[src/rtl/eee_lpi_pkg.sv]
package eee_lpi_pkg;
  localparam int TW_W = 16;
  localparam int LS_W = 11;
  localparam int TIMER_W = TW_W + LS_W;
  localparam int EV_W = 4;
  localparam int EV_TX_IN = 0;
  localparam int EV_TX_OUT = 1;
  localparam int EV_RX_IN = 2;
  localparam int EV_RX_OUT = 3;

  typedef enum logic [1:0] {
    TX_ACTIVE = 2'd0,
    TX_LPI    = 2'd1,
    TX_WAKE   = 2'd2
  } tx_state_e;

  function automatic logic [TW_W-1:0] wake_field(input logic [TIMER_W-1:0] w);
    return w[TW_W-1:0];
  endfunction

  function automatic logic [LS_W-1:0] stable_field(input logic [TIMER_W-1:0] w);
    return w[TIMER_W-1:TW_W];
  endfunction

  // hold condition for low-power idle on the transmit side
  function automatic logic hold_lpi(input logic en, input logic auto_m,
                                    input logic idle, input logic stable);
    return en && stable && (auto_m ? idle : 1'b1);
  endfunction
endpackage

[src/rtl/eee_tick_gen.sv]
module eee_tick_gen #(
  parameter int CLK_PER_US = 250,
  parameter int US_PER_MS = 1000
) (
  input  logic clk,
  input  logic rst_n,
  output logic us_tick,
  output logic ms_tick
);
  localparam int US_W = (CLK_PER_US > 1) ? $clog2(CLK_PER_US) : 1;
  localparam int MS_W = (US_PER_MS > 1) ? $clog2(US_PER_MS) : 1;

  logic [US_W-1:0] us_cnt;
  logic [MS_W-1:0] ms_cnt;
  logic us_last, ms_last;

  assign us_last = (us_cnt == US_W'(CLK_PER_US - 1));
  assign ms_last = (ms_cnt == MS_W'(US_PER_MS - 1));
  assign us_tick = us_last;
  assign ms_tick = us_last && ms_last;

  always_ff @(posedge clk) begin
    if (!rst_n) begin
      us_cnt <= '0;
      ms_cnt <= '0;
    end else begin
      us_cnt <= us_last ? '0 : us_cnt + 1'b1;
      if (us_last) ms_cnt <= ms_last ? '0 : ms_cnt + 1'b1;
    end
  end
endmodule

[src/rtl/eee_link_guard.sv]
module eee_link_guard
  import eee_lpi_pkg::*;
(
  input  logic            clk,
  input  logic            rst_n,
  input  logic            link_up,
  input  logic            ms_tick,
  input  logic [LS_W-1:0] ls_time,
  output logic            link_stable
);
  logic [LS_W-1:0] ls_cnt;
  logic ls_sat;

  assign ls_sat = &ls_cnt;
  assign link_stable = link_up && (ls_cnt >= ls_time);

  always_ff @(posedge clk) begin
    if (!rst_n) ls_cnt <= '0;
    else if (!link_up) ls_cnt <= '0;
    else if (ms_tick && !ls_sat) ls_cnt <= ls_cnt + 1'b1;
  end
endmodule

[src/rtl/eee_tx_fsm.sv]
module eee_tx_fsm
  import eee_lpi_pkg::*;
(
  input  logic            clk,
  input  logic            rst_n,
  input  logic            hold,
  input  logic            us_tick,
  input  logic [TW_W-1:0] tw_time,
  output logic            lpi_on,
  output logic            tx_ok,
  output logic            ev_enter,
  output logic            ev_leave
);
  tx_state_e st, st_nxt;
  logic [TW_W-1:0] wcnt;
  logic wake_done;

  assign wake_done = (wcnt == '0);

  always_comb begin
    st_nxt = st;
    ev_enter = 1'b0;
    ev_leave = 1'b0;
    case (st)
      TX_ACTIVE: if (hold) begin st_nxt = TX_LPI; ev_enter = 1'b1; end
      TX_LPI:    if (!hold) begin st_nxt = TX_WAKE; ev_leave = 1'b1; end
      TX_WAKE:   if (wake_done) st_nxt = TX_ACTIVE;
      default:   st_nxt = TX_ACTIVE;
    endcase
  end

  always_ff @(posedge clk) begin
    if (!rst_n) begin
      st <= TX_ACTIVE;
      wcnt <= '0;
    end else begin
      st <= st_nxt;
      if (ev_leave) wcnt <= tw_time;
      else if (st == TX_WAKE && us_tick && !wake_done) wcnt <= wcnt - 1'b1;
    end
  end

  assign lpi_on = (st == TX_LPI);
  assign tx_ok = (st == TX_ACTIVE);
endmodule

[src/rtl/eee_event_log.sv]
module eee_event_log
  import eee_lpi_pkg::*;
(
  input  logic            clk,
  input  logic            rst_n,
  input  logic            tx_in,
  input  logic            tx_out,
  input  logic            rx_lpi,
  input  logic            rd,
  output logic [EV_W-1:0] ev,
  output logic [EV_W-1:0] flags
);
  logic rx_q;

  always_comb begin
    ev = '0;
    ev[EV_TX_IN] = tx_in;
    ev[EV_TX_OUT] = tx_out;
    ev[EV_RX_IN] = rx_lpi && !rx_q;
    ev[EV_RX_OUT] = !rx_lpi && rx_q;
  end

  always_ff @(posedge clk) begin
    if (!rst_n) begin
      rx_q <= 1'b0;
      flags <= '0;
    end else begin
      rx_q <= rx_lpi;
      flags <= rd ? ev : (flags | ev);
    end
  end
endmodule

[src/rtl/eee_lpi_ctrl.sv]
module eee_lpi_ctrl
  import eee_lpi_pkg::*;
#(
  parameter int CLK_PER_US = 250,
  parameter int US_PER_MS = 1000
) (
  input  logic               clk,
  input  logic               rst_n,
  input  logic               lpi_en,
  input  logic               auto_tx,
  input  logic               link_up,
  input  logic               timer_wr,
  input  logic [TIMER_W-1:0] timer_wdata,
  input  logic               tx_idle,
  input  logic               rx_lpi,
  input  logic               stat_rd,
  output logic               lpi_assert,
  output logic               tx_allowed,
  output logic [EV_W-1:0]    stat,
  output logic               lpi_irq
);
  logic [TW_W-1:0] tw_time;
  logic [LS_W-1:0] ls_time;
  logic us_tick, ms_tick, link_stable, hold;
  logic ev_enter, ev_leave;
  logic [EV_W-1:0] ev_vec;

  always_ff @(posedge clk) begin
    if (!rst_n) begin
      tw_time <= '0;
      ls_time <= '0;
    end else if (timer_wr) begin
      tw_time <= wake_field(timer_wdata);
      ls_time <= stable_field(timer_wdata);
    end
  end

  eee_tick_gen #(.CLK_PER_US(CLK_PER_US), .US_PER_MS(US_PER_MS)) u_ticks (
    .clk(clk), .rst_n(rst_n), .us_tick(us_tick), .ms_tick(ms_tick));

  eee_link_guard u_guard (
    .clk(clk), .rst_n(rst_n), .link_up(link_up), .ms_tick(ms_tick),
    .ls_time(ls_time), .link_stable(link_stable));

  assign hold = hold_lpi(lpi_en, auto_tx, tx_idle, link_stable);

  eee_tx_fsm u_fsm (
    .clk(clk), .rst_n(rst_n), .hold(hold), .us_tick(us_tick), .tw_time(tw_time),
    .lpi_on(lpi_assert), .tx_ok(tx_allowed), .ev_enter(ev_enter), .ev_leave(ev_leave));

  eee_event_log u_log (
    .clk(clk), .rst_n(rst_n), .tx_in(ev_enter), .tx_out(ev_leave), .rx_lpi(rx_lpi),
    .rd(stat_rd), .ev(ev_vec), .flags(stat));

  assign lpi_irq = |stat;
endmodule

[config.mk]
export PLATFORM = sky130hd
export DESIGN_NAME = eee_lpi_ctrl
export DESIGN_NICKNAME = d
export VERILOG_FILES = /design/src/rtl/eee_lpi_pkg.sv /design/src/rtl/eee_tick_gen.sv /design/src/rtl/eee_link_guard.sv /design/src/rtl/eee_tx_fsm.sv /design/src/rtl/eee_event_log.sv /design/src/rtl/eee_lpi_ctrl.sv
export SDC_FILE = /design/constraint.sdc
export NUM_CORES = 1
export LEC_CHECK = 0
export BUFFER_PORTS_ARGS = -buffer_cell sky130_fd_sc_hd__buf_2
export CAP_MARGIN = 20
export CORE_MARGIN = 2
export CORE_UTILIZATION = 58
export DETAILED_ROUTE_END_ITERATION = 12
export HOLD_SLACK_MARGIN = 0.1
export PLACE_DENSITY = 0.76
export SKIP_CTS_REPAIR_TIMING = 1
export SLEW_MARGIN = 5
export SYNTH_ARGS = -nofsm -noshare
export SYNTH_HDL_FRONTEND = slang
export SYNTH_SLANG_ARGS = --single-unit
export TNS_END_PERCENT = 30
[constraint.sdc]
create_clock -name clk -period 2.5 [get_ports clk]
set_clock_uncertainty 0.1 [all_clocks]
set_input_delay 0.5 -clock clk [delete_from_list [all_inputs] [get_ports clk]]
set_output_delay 0.5 -clock clk [all_outputs]
set_load 0.005 [all_outputs]
==> results of run 1 <==
==> through the flow <==
step                utilization [%]  power, mW  instances
global placement               64.2       1.55        527
global route                   67.7       2.61        543
CTS                            67.5       2.53        543
detailed placement             64.2       1.56        527
finish                         67.7       2.51        543
floorplan                         -       1.49        416
==> critical path, stage by stage (launching register included) <==
cell and delay (ns):
sky130_fd_sc_hd__dfxtp_1 0.34, sky130_fd_sc_hd__or4_1 0.55, sky130_fd_sc_hd__or3_4 0.37, sky130_fd_sc_hd__o311a_1 0.48, sky130_fd_sc_hd__nand3_2 0.12, sky130_fd_sc_hd__nand3_1 0.08, sky130_fd_sc_hd__a211oi_1 0.23
==> registers in the layout (all words and copies together), names as in the netlist <==
name            count
u_log.rx_q          1
u_log.flags         4
u_fsm.wcnt         16
ls_time            11
u_ticks.ms_cnt     10
u_ticks.us_cnt      8
tw_time            16
u_fsm.st            2
u_guard.ls_cnt     11
==> routing by layer <==
metal / up-vias / wire, um / GRT usage (%)
li1: 1545 / - / -
met5: - / 0 / 0
met4: 0 / 170 / 10.4
met1: 1423 / 3550 / 28.6
met3: 15 / 225 / 3.54
met2: 50 / 3440 / 35.6
==> power by group through the flow <==
stage | Clock, mW | Combinational [mW] | Sequential, mW
after global routing | 1.04 | 0.235 | 1.33
after detailed placement | 0 | 0.209 | 1.35
final | 0.983 | 0.207 | 1.32
after CTS | 0.998 | 0.210 | 1.32
after global placement | 0 | 0.203 | 1.35
after floorplan | 0 | 0.146 | 1.34
==> worst paths after layout <==
kind	from	endpoint	cells past startpoint
hold / removal	rx_lpi	u_log.rx_q	2
setup reg to reg	u_fsm.wcnt[10]	u_fsm.wcnt[4]	6
hold reg to reg	u_ticks.us_cnt[0]	u_ticks.us_cnt[0]	1
setup / recovery	u_fsm.wcnt[10]	u_fsm.wcnt[4]	6
==> placed cells by master (no fill, tap or decap), drive strengths merged, types with 17 or more instances in the layout <==
cell   netlist  layout
dfxtp       79      79
buf          3      52
nor2        37      37
nor2b       32      32
mux2i       30      30
inv         24      24
nand2       21      21
nor3        19      19
a21oi       18      18
o21ai       17      17
==> layout make-up <==
type                    instances  area [um2]
clock buffers                  13         169
multi-input cells             295        2010
fillers                       528        2040
inverters                      24        90.1
flip-flops and latches         79        1580
well taps                      77        96.3
clock inverters                 3        40.0
repair buffers                 52         285
==> cell families after synthesis <==
kind of cell | after synthesis
buffers and inverters | 42
muxes | 30
AOI/OAI and AO/OA | 69
adders and majority gates | 16
DFF | 79
and+or+nand+nor | 160
xor gates and xnor gates | 20
==> summary.txt, run 1 <==
Run status
  – Outcome: complete, no violations

Die
  – Chip Height: 84.4 um
  – Die ar.: 7130 um2
  – Initial core utilization: 59.5%
  – Core Region: 6310 um2
  – Number of I/O pins: 43
  – Number of placement rows: 29
  – DIE WIDTH: 84.4 um

Route
  – Wire length per cell after detailed routing: 13.6 um
  – Total length of routed wires: 7390 um
  – Pre-Repair DR Iteration Count: 4
  – Count of unresolved DRC violations after routing: 0
  – Routed via count: 3033
  – Residual antenna-violating net count after detailed routing: 0
  – Via-to-Cell Ratio: 5.59
  – Number of design-rule violations left by the first detailed-router iteration: 117

Synthesis
  – Most frequent cells after synthesis: sky130_fd_sc_hd__dfxtp_1 (79), sky130_fd_sc_hd__nor2_1 (36), sky130_fd_sc_hd__nor2b_1 (32), sky130_fd_sc_hd__mux2i_1 (30), sky130_fd_sc_hd__inv_1 (24)
  – Share of the synthesized area in compound gates (AO/OA/AOI/OAI): 12.4%
  – Yosys top cell area share: 42.1%
  – Main combinational cell family by area after synthesis: simple AND/OR/NAND/NOR gates
  – Flip-flop and latch count after synthesis: 79
  – Dominant cells by area after synthesis: sky130_fd_sc_hd__dfxtp_1 (42%), sky130_fd_sc_hd__mux2i_1 (8.0%), sky130_fd_sc_hd__ha_1 (5.3%)
  – Netlist Area Pre-Place: 3750 um2
  – Multiplexer fraction of the synthesized cell area: 8.00%
  – Share of synthesized cell area in full adder, half adder and majority cells: 5.33%
  – Count of mapped cells out of synthesis: 416
  – Top flip-flop cell by instance count after synthesis: sky130_fd_sc_hd__dfxtp_1
  – Count of flip-flops with a built-in enable after synthesis: 0
  – Post-synth top area cell: sky130_fd_sc_hd__dfxtp_1
  – Sequential element share of the synthesized area: 42.1%
  – Post-synthesis share of cell area spent on and, or, nand and nor gates: 22.8%
  – Post-synth cell types: 51
  – Async SR Flop Fraction: 0%
  – Most instantiated library cell after synthesis: sky130_fd_sc_hd__dfxtp_1
  – Xor and xnor fraction of the mapped netlist area: 4.67%
  – Net count of the mapped netlist: 468
  – Number of warnings printed during yosys synthesis: 0
  – Syn_area_per_cell: 9.02 um2

Critical path
  – Data arrival time at the worst-slack endpoint: 2.52 ns
  – Data required time of the critical path: 2.67 ns
  – Worst reg-to-reg setup slack: 0.15 ns
  – CP Max Fanout: 10
  – Critical path class: register to register
  – Type of element launching the critical path: register
  – Sort of element at the end of the critical path: register

Finish
  – Number of antenna repair diodes: 0
  – Area growth, synth to finish: 13.9%
  – Area of all placed cells without fillers: 4280 um2
  – Net count of the finished layout: 513
  – Fraction of final layout cells with drive strength greater than 1: 16.7%

Global routing
  – Initial antenna violation count: 0
  – Via count of the first global-routing pass: 2884
  – Congestion Overflow GR: 0
  – Pin count of the biggest net entering global routing: 28
  – Global-route wire length before repair: 12700 um
  – Total global-route track usage: 21.9%

Place
  – Number of port buffers: 42
  – Pre-CTS worst setup slack: 0.0677 ns
  – GP Congestion: 0.789
  – Half-perimeter wire length after detailed placement: 5370 um
  – Placed inst area: 4050 um2

STA
  – Final critical-path setup slack: 0.146 ns
  – Final hold slack: 0.277 ns
  – Worst slew margin relative to its limit: 67.4%
  – Transition time at the pin with the least slew margin: 0.485 ns
  – Final sum of negative setup slack: 0 ns
  – Maximum frequency from static timing analysis: 425 MHz
  – Post-route minimum period: 2.35 ns
  – RSZ-0062 raised after global routing: no
  – Final setup violation count: 0
  – Share of the clock period used by the worst path: 94.2%
  – Count of endpoints failing hold in the final timing report: 0
  – Fin. max-slew vios: 0

Power
  – Switching power total: 0.575 mW
  – Part of the total power dissipated in combinational logic: 8.3%
  – Power density normalized to cell area: 587 nW/um2
  – Maximum VDD drop: 0.399 mV
  – Share of total power in the clock network: 39.1%
  – Leak Pwr: 1.78 nW
  – Sequential share of power: 52.6%
  – Net switching share of the total power: 22.9%
  – Int Power: 1.94 mW

Hold path
  – Worst hold path class: input port to register

Job
  – Count of max-cap constraint violations: 0

Clock network
  – Total CTS buffers: 9
  – Max Root-Sink Buffers: 2
  – Clock latency on the worst-skew pair: 0.36 ns
  – Clock tree from TritonCTS: yes
  – Clock-pin slew of the registers on the worst-case setup and hold paths: 0.08 ns
  – Count of clock tree sinks: 79
  – Htree depth: 3
  – Clock Tree Root: sky130_fd_sc_hd__clkbuf_8
No activity file was read; power rests on OpenSTA's default activity.
==> inputs of run 2 (changes only) <==
- CORE_UTILIZATION: 58 -> 60
- CTS_BUF_LIST: not set -> sky130_fd_sc_hd__clkbuf_8
- HOLD_SLACK_MARGIN: 0.1 -> 0.03
- PLACE_DENSITY: 0.76 -> 0.79
==> run 2 against run 1 <==
- design area rose by 0.59%
- critical path depth unchanged
- non-clock buffer count grew 2
- critical path type unchanged
==> summary.txt, run 2 (synthesis results as in run 1) <==
Run status
  – Outcome: complete, no violations

Route
  – Residual antenna-violating net count after detailed routing: 0 (unchanged)
  – Pre-Repair DR Iteration Count: 4 (unchanged)
  – Via-to-Cell Ratio: 5.50 (-1.5%)
  – Routed via count: 2989 (-1.5%)
  – Wire length per cell after detailed routing: 13.7 um (+0.60%)
  – Total length of routed wires: 7430 um (+0.60%)
  – Count of unresolved DRC violations after routing: 0 (unchanged)
  – Detail Route met3 WL: 265 um (+18%)
  – Wire length on met1: 3590 um (+1.2%)
  – Total met2 wirelength after detailed routing: 3460 um (+0.52%)
  – Number of design-rule violations left by the first detailed-router iteration: 183 (+56%)
  – Max layer used: met4

Job
  – Count of max-cap constraint violations: 0 (unchanged)

Critical path
  – CP Max Fanout: 9 (-1)
  – Type of element launching the critical path: register
  – Data required time of the critical path: 2.66 ns (about the same)
  – Data arrival time at the worst-slack endpoint: 2.56 ns (+0.04 ns)
  – Critical path class: register to register
  – Sort of element at the end of the critical path: register

Clock network
  – Max Root-Sink Buffers: 2 (unchanged)
  – Clock Tree Root: sky130_fd_sc_hd__clkbuf_8
  – Total CTS buffers: 9 (unchanged)
  – Count of clock tree sinks: 79 (unchanged)
  – Clock tree from TritonCTS: yes
  – Htree depth: 3 (unchanged)
  – Clock latency on the worst-skew pair: 0.36 ns (about the same)
  – Clock-pin slew of the registers on the worst-case setup and hold paths: 0.08 ns (about the same)

STA
  – Share of the clock period used by the worst path: 96.3% (+2.1 points)
  – Maximum frequency from static timing analysis: 415 MHz (-2.2%)
  – Final hold slack: 0.274 ns (-0.00288 ns)
  – Post-route minimum period: 2.41 ns (+0.0528 ns)
  – Count of endpoints failing hold in the final timing report: 0 (unchanged)
  – Transition time at the pin with the least slew margin: 0.548 ns (+0.0631 ns)
  – Final setup violation count: 0 (unchanged)
  – Fin. max-slew vios: 0 (unchanged)
  – Worst slew margin relative to its limit: 63.2% (-4.2 points)

Power
  – Leak Pwr: 1.79 nW (+0.89%)
  – Maximum VDD drop: 0.538 mV (+35%)
  – Power density normalized to cell area: 574 nW/um2 (-2.4%)

Die
  – Number of I/O pins: 43 (unchanged)
  – Core Region: 5990 um2 (-5.1%)
  – Chip Height: 83.1 um (-1.6%)
  – Number of placement rows: 28 (-3.4%)
  – DIE WIDTH: 83.1 um (-1.6%)
  – Die ar.: 6900 um2 (-3.2%)
  – Initial core utilization: 62.7% (+3.2 points)

Finish
  – Most common library cell in the layout ignoring fill and taps: sky130_fd_sc_hd__dfxtp_1
  – Highest-count cells in the layout ignoring fill and taps: sky130_fd_sc_hd__dfxtp_1 (79), sky130_fd_sc_hd__buf_2 (42), sky130_fd_sc_hd__nor2_1 (36)
  – Area growth, synth to finish: 14.6%
  – Largest registers ranked by flip-flop count: tw_time x16, u_fsm.wcnt x16
  – Number of antenna repair diodes: 0 (unchanged)
  – Net count of the finished layout: 515 (+0.39%)
  – Area of all placed cells without fillers: 4300 um2 (+0.59%)
  – Fraction of final layout cells with drive strength greater than 1: 17.9% (+1.2 points)

Place
  – GP Congestion: 0.820 (+4.0%)
  – Number of port buffers: 42 (unchanged)
  – Placed inst area: 4060 um2 (+0.25%)
  – Half-perimeter wire length after detailed placement: 5320 um (-0.95%)

Global routing
  – Congestion Overflow GR: 0 (unchanged)
  – Initial antenna violation count: 0 (unchanged)
  – Global-route wire length before repair: 12600 um (-0.82%)
  – Total global-route track usage: 22.1% (+0.24 points)
  – Pin count of the biggest net entering global routing: 34 (+21%)
  – Via count of the first global-routing pass: 2881 (-0.10%)

Hold path
  – Worst hold path class: input port to register
## run 2: area by class of cell
type,count,area (um2)
Clock buffer,13,179
Clock inverter,3,15.0
Tap cell,75,93.8
Sequential cell,79,1580
Fill cell,460,1690
Multi-Input combinational cell,295,2030
Timing Repair Buffer,54,313
Inverter,24,90.1
## run 2: per-stage QoR
| stage | setup TNS [ns] | power [mW] | worst slack [ns] | cells | utilization (%) |
|---|---|---|---|---|---|
| 4_1_cts | 0 | 2.48 | 0.0508 | 541 | 71.0 |
| 3_3_place_gp | 0 | 1.55 | 0.181 | 525 | 67.8 |
| 5_1_grt | -0.0183 | 2.56 | -0.0156 | 543 | 71.8 |
| 6_report | 0 | 2.47 | 0.0933 | 543 | 71.8 |
| 2_1_floorplan | 0 | 1.49 | 0.187 | 416 | - |
| 3_5_place_dp | 0 | 1.56 | 0.0572 | 525 | 67.8 |
## run 2: layer usage
metal	global-route usage (%)	vias to the layer above
met5	0	-
met4	10.1	0
met3	4.77	11
met2	35.4	50
met1	28.6	1376
li1	-	1552
## run 2: path summary, 6_finish.rpt
check / slack, ns / depth (start not counted) / start / to
min: 0.27 / 2 / rx_lpi / u_log.rx_q
max: 0.09 / 6 / u_fsm.wcnt[10] / u_fsm.wcnt[7]
max reg2reg: 0.09 / 6 / u_fsm.wcnt[10] / u_fsm.wcnt[7]
min reg2reg: 0.38 / 1 / u_ticks.us_cnt[0] / u_ticks.us_cnt[0]
## run 2: where the power goes
part | switching (mW) | leakage, nW | internal (mW)
Combinational | 0.110 | 1.04 | 0.102
Sequential | 0.0262 | 0.643 | 1.30
Clock | 0.468 | 0.105 | 0.465
## run 2: worst max-delay path: stages (launching register included)
cell and delay (ns):
sky130_fd_sc_hd__dfxtp_1 0.35, sky130_fd_sc_hd__or4_1 0.54, sky130_fd_sc_hd__or3_4 0.37, sky130_fd_sc_hd__o311ai_4 0.39, sky130_fd_sc_hd__buf_4 0.25, sky130_fd_sc_hd__mux2i_1 0.08, sky130_fd_sc_hd__o211a_1 0.22
==> inputs of run 3 (changes only) <==
- CTS_CLUSTER_SIZE: not set -> 8
- clock period: 2.5 -> 2.88 ns (I/O delays scaled with it)
==> run 3 against run 2 <==
- clock-buffer cell count decreased by 4
- non-clock buffer count decreased by 6
- combinational power decreased by 14%
==> summary.txt, run 3 (synthesis results as in run 1) <==
Power
  – Power density normalized to cell area: 481 nW/um2 (-16%)
  – Maximum VDD drop: 0.308 mV (-43%)
  – Leak Pwr: 1.73 nW (-3.7%)
  – Post-layout power: 2.01 mW (-18%)

Die
  – Number of I/O pins: 43 (unchanged)
  – Chip Height: 83.1 um (unchanged)
  – Core Region: 5990 um2 (unchanged)
  – Initial core utilization: 62.7% (unchanged)
  – DIE WIDTH: 83.1 um (unchanged)
  – Die ar.: 6900 um2 (unchanged)
  – Number of placement rows: 28 (unchanged)

STA
  – Post-route minimum period: 2.45 ns (+0.0472 ns)
  – Count of endpoints failing hold in the final timing report: 0 (unchanged)
  – Fin. max-slew vios: 0 (unchanged)
  – RSZ-0062 raised after global routing: no
  – Share of the clock period used by the worst path: 85.2% (-11 points)
  – Final critical-path setup slack: 0.426 ns (+0.333 ns)
  – Maximum frequency from static timing analysis: 408 MHz (-1.9%)
  – Worst slew margin relative to its limit: 45.5% (-18 points)
  – Final setup violation count: 0 (unchanged)
  – Transition time at the pin with the least slew margin: 0.818 ns (+0.270 ns)
  – Final sum of negative setup slack: 0 ns (unchanged)

Finish
  – Fraction of final layout cells with drive strength greater than 1: 15.6% (-2.4 points)
  – Most common library cell in the layout ignoring fill and taps: sky130_fd_sc_hd__dfxtp_1
  – Final-layout fill cell count: 485 (+5.4%)
  – Area growth, synth to finish: 11.2%
  – Highest-count cells in the layout ignoring fill and taps: sky130_fd_sc_hd__dfxtp_1 (79), sky130_fd_sc_hd__buf_2 (42), sky130_fd_sc_hd__nor2_1 (36)
  – Number of antenna repair diodes: 0 (unchanged)
  – Largest registers ranked by flip-flop count: tw_time x16, u_fsm.wcnt x16
  – Final standard cell count with taps included and fillers excluded: 537 (-1.1%)
  – Net count of the finished layout: 509 (-1.2%)

Route
  – Residual antenna-violating net count after detailed routing: 0 (unchanged)
  – Total length of routed wires: 7390 um (-0.51%)
  – Count of unresolved DRC violations after routing: 0 (unchanged)
  – Number of design-rule violations left by the first detailed-router iteration: 191 (+4.4%)
  – Pre-Repair DR Iteration Count: 4 (unchanged)
  – Routed via count: 3047 (+1.9%)
  – Wire length per cell after detailed routing: 13.8 um (+0.60%)
  – Via-to-Cell Ratio: 5.67 (+3.1%)

Critical path
  – Sum of buffers and inverters on the critical path: 1 (unchanged)
  – Sort of element at the end of the critical path: register
  – Data arrival time at the worst-slack endpoint: 2.62 ns (+0.06 ns)
  – Peak per-stage delay on the critical path: 0.45 ns (-0.09 ns)
  – Critical path class: register to register
  – Slowest-stage cell, CP: sky130_fd_sc_hd__or3b_2
  – Type of element launching the critical path: register
  – Worst reg-to-reg setup slack: 0.43 ns (+0.33 ns)
  – CP Max Fanout: 11 (+2)
  – Cell breakdown of the critical path: ha_1 > or3b_2 > nor4_1 > o311ai_1 > buf_4 > or3_1 > a21oi_1
  – Category of cells accounting for the largest share of critical-path delay: simple AND/OR/NAND/NOR gates
  – Data required time of the critical path: 3.05 ns (+0.39 ns)

Place
  – GP Congestion: 0.821 (+0.11%)
  – Number of placed instances with taps included: 521 (-0.76%)
  – Pre-CTS worst setup slack: 0.429 ns (+0.372 ns)
  – Number of port buffers: 42 (unchanged)
  – Half-perimeter wire length after detailed placement: 5240 um (-1.5%)

Job
  – Count of max-cap constraint violations: 0 (unchanged)

Global routing
  – Via count of the first global-routing pass: 2809 (-2.5%)
  – Total global-route track usage: 22.2% (+0.072 points)
  – Initial antenna violation count: 0 (unchanged)
  – Pin count of the biggest net entering global routing: 38 (+12%)
  – Global-route wire length before repair: 12600 um (+0.17%)
  – Congestion Overflow GR: 0 (unchanged)

Hold path
  – Worst hold path class: input port to register

Clock network
  – Clock tree from TritonCTS: yes
  – Count of clock tree sinks: 79 (unchanged)
  – Clock latency on the worst-skew pair: 0.34 ns (-0.02 ns)
  – Total CTS buffers: 9 (unchanged)
  – Max Root-Sink Buffers: 2 (unchanged)
  – Clock Tree Root: sky130_fd_sc_hd__clkbuf_8
  – Clock-pin slew of the registers on the worst-case setup and hold paths: 0.08 ns (about the same)
  – Htree depth: 3 (unchanged)

Run status
  – Outcome: complete, no violations
-- run 3: final timing paths --
kind / to / startpoint / cells past startpoint
min: u_log.rx_q / rx_lpi / 2
min reg2reg: u_ticks.us_cnt[0] / u_ticks.us_cnt[0] / 1
max reg2reg: u_guard.ls_cnt[3] / u_ticks.ms_cnt[0] / 7
max: u_guard.ls_cnt[3] / u_ticks.ms_cnt[0] / 7
-- run 3: metrics by stage --
stage | utilization, % | area [um2] | hold WS, ns
final | 69.7 | 4180 | 0.362
after global routing | 69.7 | 4180 | 0.367
after CTS | 69.7 | 4180 | 0.352
after detailed placement | 67.1 | 4020 | 0.362
after global placement | 67.1 | 4020 | 0.346
after floorplan | - | 3750 | 0.333
-- run 3: worst reg2reg max path, delay by kind of cell, from the launching register on --
family / cells / cell delay, ns
simple gates: 3 / 1.12
compound gates: 2 / 0.32
buf+inv: 1 / 0.21
fa+ha+maj: 1 / 0.23
flops: 1 / 0.41
-- run 3: area by class of cell --
| class | instances | area [um2] | area share [%] |
|---|---|---|---|
| Inverter | 24 | 90.1 | 2.16 |
| Clock buffer | 9 | 124 | 2.97 |
| Timing Repair Buffer | 48 | 255 | 6.11 |
| Sequential cell | 79 | 1580 | 37.9 |
| Tap cell | 75 | 93.8 | 2.25 |
| Multi-Input combinational cell | 295 | 2000 | 47.9 |
| Clock inverter | 7 | 32.5 | 0.779 |
-- run 3: power by group --
group          switching (mW)  total, mW  leakage, nW  internal (mW)
clock network           0.383      0.682       0.0949          0.299
logic                  0.0953      0.181        0.987         0.0855
registers              0.0220       1.15        0.643           1.13
total                   0.500       2.01         1.73           1.51
-- run 3: per-layer routing --
metal	track usage (%)	vias to the layer above	routed length [um]
met4	8.94	0	97
met2	35.9	57	3450
met1	29.3	1448	3560
met3	4.27	9	293
met5	0	-	0
li1	-	1533	-
